==> config.mk <==
export PLATFORM = sky130hd
export DESIGN_NAME = nbr_chunk_cache
export DESIGN_NICKNAME = d
export VERILOG_FILES = /design/src/rtl/ncc_pkg.sv /design/src/rtl/ncc_match.sv /design/src/rtl/ncc_lines.sv /design/src/rtl/ncc_ctrl.sv /design/src/rtl/nbr_chunk_cache.sv
export SDC_FILE = /design/constraint.sdc
export NUM_CORES = 1
export LEC_CHECK = 0
export CORE_UTILIZATION = 50
export CTS_CLUSTER_SIZE = 14
export DETAILED_ROUTE_END_ITERATION = 8
export PLACE_DENSITY = 0.8
export SYNTH_ARGS = -nofsm -noshare
export SYNTH_HDL_FRONTEND = slang
export SYNTH_SLANG_ARGS = --single-unit
==> constraint.sdc <==
create_clock -name clk -period 2.6 [get_ports clk]
set_clock_uncertainty 0.05 [all_clocks]
set_input_delay 0.39 -clock clk [delete_from_list [all_inputs] [get_ports clk]]
set_output_delay 0.39 -clock clk [all_outputs]
set_load 0.03 [all_outputs]
==> src/rtl/ncc_pkg.sv <==
package ncc_pkg;

  typedef enum logic [1:0] {
    ST_IDLE  = 2'd0,
    ST_ISSUE = 2'd1,
    ST_WAIT  = 2'd2
  } ncc_state_e;

  // chunk column of a pixel column
  function automatic int chunk_of(int x, int ofs_w);
    return x >> ofs_w;
  endfunction

  // pixel offset inside its chunk
  function automatic int offset_of(int x, int ofs_w);
    return x & ((1 << ofs_w) - 1);
  endfunction

endpackage

==> src/rtl/ncc_match.sv <==
module ncc_match #(
  parameter int ROWS = 3,
  parameter int XW   = 6,
  parameter int YW   = 5
) (
  input  logic                      clk,
  input  logic                      rst_n,
  input  logic [XW-1:0]             tag_chunk,
  input  logic [ROWS-1:0][YW-1:0]   tag_rows,
  input  logic [XW-1:0]             q_chunk,
  input  logic [YW-1:0]             q_row,
  output logic [ROWS-1:0]           hit_vec,
  output logic                      hit
);

  logic col_eq;
  assign col_eq = (tag_chunk == q_chunk);

  for (genvar i = 0; i < ROWS; i++) begin : g_cmp
    assign hit_vec[i] = col_eq && (tag_rows[i] == q_row);
  end

  assign hit = |hit_vec;


  single_hit_chk: assert property (@(posedge clk) disable iff (!rst_n)
    $onehot0(hit_vec));

endmodule

==> src/rtl/ncc_lines.sv <==
module ncc_lines #(
  parameter int ROWS  = 3,
  parameter int CW    = 16,
  parameter int XW    = 6,
  parameter int YW    = 5,
  parameter int X_INV = 64,
  parameter int Y_INV = 16
) (
  input  logic                      clk,
  input  logic                      rst_n,
  input  logic                      flush,
  input  logic                      ins,
  input  logic [XW-1:0]             ins_chunk,
  input  logic [YW-1:0]             ins_row,
  input  logic [CW-1:0]             ins_data,
  output logic [XW-1:0]             tag_chunk,
  output logic [ROWS-1:0][YW-1:0]   tag_rows,
  output logic [ROWS-1:0][CW-1:0]   lines
);

  localparam logic [XW-1:0] XI = XW'(X_INV);
  localparam logic [YW-1:0] YI = YW'(Y_INV);

  logic col_change;
  assign col_change = ins && (ins_chunk != tag_chunk);

  always_ff @(posedge clk) begin
    if (!rst_n || flush) begin
      tag_chunk <= XI;
    end else if (ins) begin
      tag_chunk <= ins_chunk;
    end
  end

  for (genvar i = 0; i < ROWS; i++) begin : g_slot
    always_ff @(posedge clk) begin
      if (!rst_n || flush) begin
        tag_rows[i] <= YI;
      end else if (ins) begin
        if (i == 0) tag_rows[i] <= ins_row;
        else        tag_rows[i] <= col_change ? YI : tag_rows[(i == 0) ? 0 : i - 1];
      end
    end

    always_ff @(posedge clk) begin
      if (!rst_n) begin
        lines[i] <= '0;
      end else if (ins && !flush) begin
        if (i == 0) lines[i] <= ins_data;
        else        lines[i] <= lines[(i == 0) ? 0 : i - 1];
      end
    end
  end


  col_change_clears_chk: assert property (@(posedge clk) disable iff (!rst_n)
    (col_change && !flush) |=> (tag_rows[ROWS-1] == YI && tag_rows[1] == YI));


  newest_slot_chk: assert property (@(posedge clk) disable iff (!rst_n)
    (ins && !flush) |=> (tag_rows[0] == $past(ins_row) && lines[0] == $past(ins_data)));


  age_shift_chk: assert property (@(posedge clk) disable iff (!rst_n)
    (ins && !flush && !col_change) |=> (tag_rows[1] == $past(tag_rows[0])));


  flush_clears_chk: assert property (@(posedge clk) disable iff (!rst_n)
    flush |=> (tag_chunk == XI && tag_rows[0] == YI && tag_rows[ROWS-1] == YI));

endmodule

==> src/rtl/ncc_ctrl.sv <==
module ncc_ctrl (
  input  logic clk,
  input  logic rst_n,
  input  logic flush,
  input  logic req_valid,
  input  logic lookup_hit,
  input  logic mem_rsp_valid,
  output logic req_ready,
  output logic acc_hit,
  output logic acc_miss,
  output logic mem_req_valid,
  output logic fill,
  output logic rsp_valid
);
  import ncc_pkg::*;

  ncc_state_e state, state_nx;

  assign req_ready     = (state == ST_IDLE) && !flush;
  assign acc_hit       = req_valid && req_ready && lookup_hit;
  assign acc_miss      = req_valid && req_ready && !lookup_hit;
  assign mem_req_valid = (state == ST_ISSUE);
  assign fill          = (state == ST_WAIT) && mem_rsp_valid;

  always_comb begin
    state_nx = state;
    case (state)
      ST_IDLE:  if (acc_miss) state_nx = ST_ISSUE;
      ST_ISSUE: state_nx = ST_WAIT;
      ST_WAIT:  if (mem_rsp_valid) state_nx = ST_IDLE;
      default:  state_nx = ST_IDLE;
    endcase
  end

  always_ff @(posedge clk) begin
    if (!rst_n) begin
      state     <= ST_IDLE;
      rsp_valid <= 1'b0;
    end else begin
      state     <= state_nx;
      rsp_valid <= acc_hit || fill;
    end
  end


  hit_next_cycle_chk: assert property (@(posedge clk) disable iff (!rst_n)
    acc_hit |=> (rsp_valid && !mem_req_valid));


  miss_issues_chk: assert property (@(posedge clk) disable iff (!rst_n)
    acc_miss |=> mem_req_valid);


  single_issue_chk: assert property (@(posedge clk) disable iff (!rst_n)
    mem_req_valid |=> !mem_req_valid);


  fill_answer_chk: assert property (@(posedge clk) disable iff (!rst_n)
    fill |=> rsp_valid);


  miss_blocks_chk: assert property (@(posedge clk) disable iff (!rst_n)
    acc_miss |=> !req_ready);

endmodule

==> src/rtl/nbr_chunk_cache.sv <==
module nbr_chunk_cache #(
  parameter int CHUNK_W = 16,
  parameter int FRAME_W = 64,
  parameter int FRAME_H = 32,
  parameter int ROWS    = 3,
  parameter int XW      = $clog2(FRAME_W + 1),
  parameter int YW      = $clog2(FRAME_H + 1)
) (
  input  logic               clk,
  input  logic               rst_n,
  input  logic               flush,
  input  logic               req_valid,
  output logic               req_ready,
  input  logic [XW-1:0]      req_x,
  input  logic [YW-1:0]      req_y,
  output logic               rsp_valid,
  output logic               rsp_pixel,
  output logic               mem_req_valid,
  output logic [XW-1:0]      mem_req_chunk,
  output logic [YW-1:0]      mem_req_row,
  input  logic               mem_rsp_valid,
  input  logic [CHUNK_W-1:0] mem_rsp_data
);
  import ncc_pkg::*;

  localparam int OFS_W = $clog2(CHUNK_W);

  // named internal events
  logic                        acc_hit, acc_miss, fill, lookup_hit;
  logic [ROWS-1:0]             hit_vec;
  logic [XW-1:0]               tag_chunk, q_chunk, pend_chunk;
  logic [ROWS-1:0][YW-1:0]     tag_rows;
  logic [ROWS-1:0][CHUNK_W-1:0] lines;
  logic [OFS_W-1:0]            q_ofs, pend_ofs;
  logic [XW-1:0]               pend_x;
  logic [YW-1:0]               pend_y;
  logic [CHUNK_W-1:0]          hit_line;

  assign q_chunk    = XW'(chunk_of(int'(req_x), OFS_W));
  assign q_ofs      = OFS_W'(offset_of(int'(req_x), OFS_W));
  assign pend_chunk = XW'(chunk_of(int'(pend_x), OFS_W));
  assign pend_ofs   = OFS_W'(offset_of(int'(pend_x), OFS_W));

  ncc_match #(.ROWS(ROWS), .XW(XW), .YW(YW)) u_match (
    .clk       (clk),
    .rst_n     (rst_n),
    .tag_chunk (tag_chunk),
    .tag_rows  (tag_rows),
    .q_chunk   (q_chunk),
    .q_row     (req_y),
    .hit_vec   (hit_vec),
    .hit       (lookup_hit)
  );

  ncc_lines #(.ROWS(ROWS), .CW(CHUNK_W), .XW(XW), .YW(YW),
              .X_INV(FRAME_W), .Y_INV(FRAME_H)) u_lines (
    .clk       (clk),
    .rst_n     (rst_n),
    .flush     (flush),
    .ins       (fill),
    .ins_chunk (pend_chunk),
    .ins_row   (pend_y),
    .ins_data  (mem_rsp_data),
    .tag_chunk (tag_chunk),
    .tag_rows  (tag_rows),
    .lines     (lines)
  );

  ncc_ctrl u_ctrl (
    .clk           (clk),
    .rst_n         (rst_n),
    .flush         (flush),
    .req_valid     (req_valid),
    .lookup_hit    (lookup_hit),
    .mem_rsp_valid (mem_rsp_valid),
    .req_ready     (req_ready),
    .acc_hit       (acc_hit),
    .acc_miss      (acc_miss),
    .mem_req_valid (mem_req_valid),
    .fill          (fill),
    .rsp_valid     (rsp_valid)
  );

  always_comb begin
    hit_line = '0;
    for (int i = 0; i < ROWS; i++) begin
      if (hit_vec[i]) hit_line = hit_line | lines[i];
    end
  end

  always_ff @(posedge clk) begin
    if (!rst_n) begin
      pend_x    <= '0;
      pend_y    <= '0;
      rsp_pixel <= 1'b0;
    end else begin
      if (acc_miss) begin
        pend_x <= req_x;
        pend_y <= req_y;
      end
      if (acc_hit)   rsp_pixel <= hit_line[q_ofs];
      else if (fill) rsp_pixel <= mem_rsp_data[pend_ofs];
    end
  end

  assign mem_req_chunk = pend_chunk;
  assign mem_req_row   = pend_y;


  fill_pixel_chk: assert property (@(posedge clk) disable iff (!rst_n)
    fill |=> (rsp_pixel == $past(mem_rsp_data[pend_ofs])));


  issue_addr_chk: assert property (@(posedge clk) disable iff (!rst_n)
    acc_miss |=> (mem_req_row == $past(req_y) && mem_req_chunk == $past(q_chunk)));

endmodule

==> results.yml <==
run_status:
  status: "completed"
final_layout:
  diodes: 0
  area_growth_pct: 22.8
  stdcell_area_sq_mm: 0.00500
  layout-drive-gt1-share: 0.123
  finalNetCount: 556
timing:
  setup_viol: 0
  setup_tns_ns: 0
  tightest_slew_ns: 0.807
  fmax_mhz: 398
  slew_headroom: 0.460
  period_needed_ns: 2.51
  hold_violations: 0
  slew_violations: 0
  finalCritPeriodShare: 0.967
synthesis:
  async_reset_ff_frac: 0
  synth.area.top_cells: "dfxtp_1 (43%), nand2_1 (12%), a21boi_0 (9.0%)"
  synth_compound_area_frac: 0.196
  synth_edf_count: 0
  yosys_warnings: 0
  synth_fa_ha_area_frac: 0
  synth_commonest_cells: "nand2_1 (134), dfxtp_1 (87), a21boi_0 (49)"
  avgSynthCellArea_sq_um: 8.66
  muxShareOfSynthArea: 0.0572
  yosysMostFrequentCell: "nand2_1"
  netlist_instances: 470
  synth_top_area_frac: 0.428
  synthSimpleGateAreaFrac: 0.211
  synth_top_family_by_area: "simple AND/OR/NAND/NOR gates"
  ys.flop_type: "dfxtp_1"
  syn_area_sq_mm: 0.00407
  synth_top_area_cell: "dfxtp_1"
  synth_cell_types: 47
  synth_xor_xnor_area_share: 0.0516
  yosysSeqAreaShare: 0.428
  synth_seq_cells: 87
critical_path:
  cp_slowest_stage_delay_ns: 0.52
  cp_cell_sequence: "clkdlybuf4s50_1 -> xnor2_1 -> nand4_1 -> nor3_4 -> a22oi_1 -> a221oi_2 -> a311oi_2 -> a311oi_2 -> o311a_1"
  path_class: "in2reg"
  critPathLaunchType: "input pin"
  cp_num_buf_inv: 1
  crit_path_top_delay_cell: "clkdlybuf4s50_1"
  cp_max_fo: 4
  worst_path_most_repeated_cell: "a311oi_2"
  end_kind: "flip-flop"
  cp.required_ns: 2.86
  cp.arrival_ns: 2.77
  cp_top_family: "compound AO/OA/AOI/OAI gates"
routing:
  drt_pass1_iterations: 5
  drt-total-wl_mm: 10.2
  via_per_inst: 5.70
  ant_nets: 0
  highest_layer: "met4"
  drcViolationCount: 0
  drt_iter0_drc: 257
  drt-met1-wl_mm: 4.37
  routed-wl-met2_mm: 5.02
  num_vias: 3584
  wl_per_cell_um: 16.2
  wl_met3_um: 571
placed_design:
  routabilityCongestion: 0.862
  numPortBuffers: 46
  place_area_sq_mm: 0.00469
  dp_hpwl_mm: 6.88
cts:
  cts_buffer_depth: 2
  tritoncts: "built"
  cts_sinks: 87
  numCtsBuffers: 9
  hold_buffers: 0
  cts-root-buf: "clkbuf_8"
  path_clk_slew_ns: 0.08
  cts_max_level: 3
  clkLatencyLatePin_ns: 0.36
floorplan:
  std_cell_rows: 32
  core_area_sq_mm: 0.00781
  die_h_um: 92.2
  start_util: 0.521
  io_pins: 51
  dieWidth_um: 92.2
  dieArea_sq_mm: 0.00851
grt:
  grt_max_degree: 66
  grtUsageTotal: 0.254
  grt_overflow: 0
  antenna_found_initial: 0
  grt_pass1_wl_mm: 16.9
  grt_pass1_vias: 3455
run:
  cap_violations: 0
power_and_ir_drop:
  peakVddDrop_mv: 0.307
  powerDensity_mw_per_mm2: 532
  power_uw: 2660
  leakagePower_uw: 0.00181
min_path:
  min_path_type: "in2reg"
-- sequential cells by signal, summed over array words and instances (netlist names) --
register           flops
u_lines.tag_chunk      4
mem_req_row            6
u_lines.lines         48
u_ctrl.rsp_valid       1
pend_x                 7
u_lines.tag_rows      18
u_ctrl.state           2
rsp_pixel              1
-- worst paths after layout --
kind | start | end | slack (ns) | cells after the start
max | req_y[5] | rsp_pixel | 0.09 | 9
min | req_x[5] | pend_x[5] | 0.32 | 3
max reg2reg | u_lines.tag_chunk[1] | rsp_pixel | 0.14 | 9
min reg2reg | u_lines.lines[41] | u_lines.lines[41] | 0.42 | 2
-- cell usage in the layout, fill, tap and decap left out, drive strengths merged, types with 2 or more instances in the layout --
| cell type | synthesis | final |
|---|---|---|
| or4 | 2 | 2 |
| nor2 | 17 | 17 |
| xor2 | 6 | 6 |
| xnor2 | 18 | 18 |
| nand4 | 3 | 3 |
| mux2i | 12 | 12 |
| conb | 1 | 4 |
| nand2 | 134 | 134 |
| clkinv | 0 | 2 |
| buf | 14 | 29 |
| a22oi | 22 | 22 |
| inv | 3 | 3 |
| clkinvlp | 0 | 2 |
| mux4 | 5 | 5 |
| nor3 | 5 | 5 |
| dlymetal6s2s | 0 | 5 |
| clkdlybuf4s50 | 0 | 41 |
| nand2b | 2 | 2 |
| nand3 | 9 | 9 |
| bufinv | 0 | 2 |
| a21oi | 19 | 19 |
| a221oi | 4 | 4 |
| dfxtp | 87 | 87 |
| nor2b | 15 | 15 |
| o41ai | 2 | 2 |
| nand3b | 2 | 2 |
| a311oi | 2 | 2 |
| clkbuf | 22 | 10 |
| a21boi | 49 | 49 |
-- kinds of logic (layout without fill, tap and decap cells) --
logic type      count (synthesis)  count (layout)
flops                          87              87
other cells                     1               4
simple gates                  193             193
compound gates                108             108
buf+inv                        40              94
mux                            17              17
xor+xnor                       24              24
-- worst reg2reg max path, cell delays in order, from the launching register on --
cell and delay [ns]:
dfxtp_1 0.34, xor2_1 0.14, or4_4 0.62, nor3_4 0.19, buf_6 0.15, a22oi_1 0.08, a221oi_2 0.30, a311oi_2 0.07
a311oi_2 0.27, o311a_1 0.19
-- through the flow --
stage | hold WS (ns) | setup WS (ns) | utilization | std cells
after global routing | 0.360 | -0.0268 | 0.640 | 629
after detailed placement | 0.409 | -0.383 | 0.601 | 611
after floorplan | 0.392 | 0.0864 | - | 473
final | 0.319 | 0.0865 | 0.640 | 629
after global placement | 0.401 | -0.335 | 0.601 | 611
after CTS | 0.430 | 0.00564 | 0.629 | 627
-- timing repair --
item	CTS	global route
buffers inserted	0	2
gates resized for setup	1	17
endpoints found under the setup margin	1	1
pin swaps	1	7
-- routing by layer --
metal  GRT usage  up-vias
met5           0        -
met4       0.102        0
met3      0.0456       19
met2       0.409      131
met1       0.336     1734
li1            -     1700
-- final cells by class --
| type | count | area [sq um] |
|---|---|---|
| Fill cell | 641 | 2810 |
| Multi-Input combinational cell | 346 | 2180 |
| Sequential cell | 87 | 1740 |
| Timing Repair Buffer | 75 | 727 |
| Clock buffer | 10 | 128 |
| Tap cell | 102 | 128 |
| Clock inverter | 6 | 85.1 |
| Inverter | 3 | 11.3 |
-- power breakdown --
| part | switching, uW | leakage [uW] | internal [uW] |
|---|---|---|---|
| Clock | 482 | 0.000102 | 538 |
| Sequential | 16.8 | 0.000702 | 1350 |
| Combinational | 138 | 0.00101 | 141 |
Power figures use the tool's default switching activity.
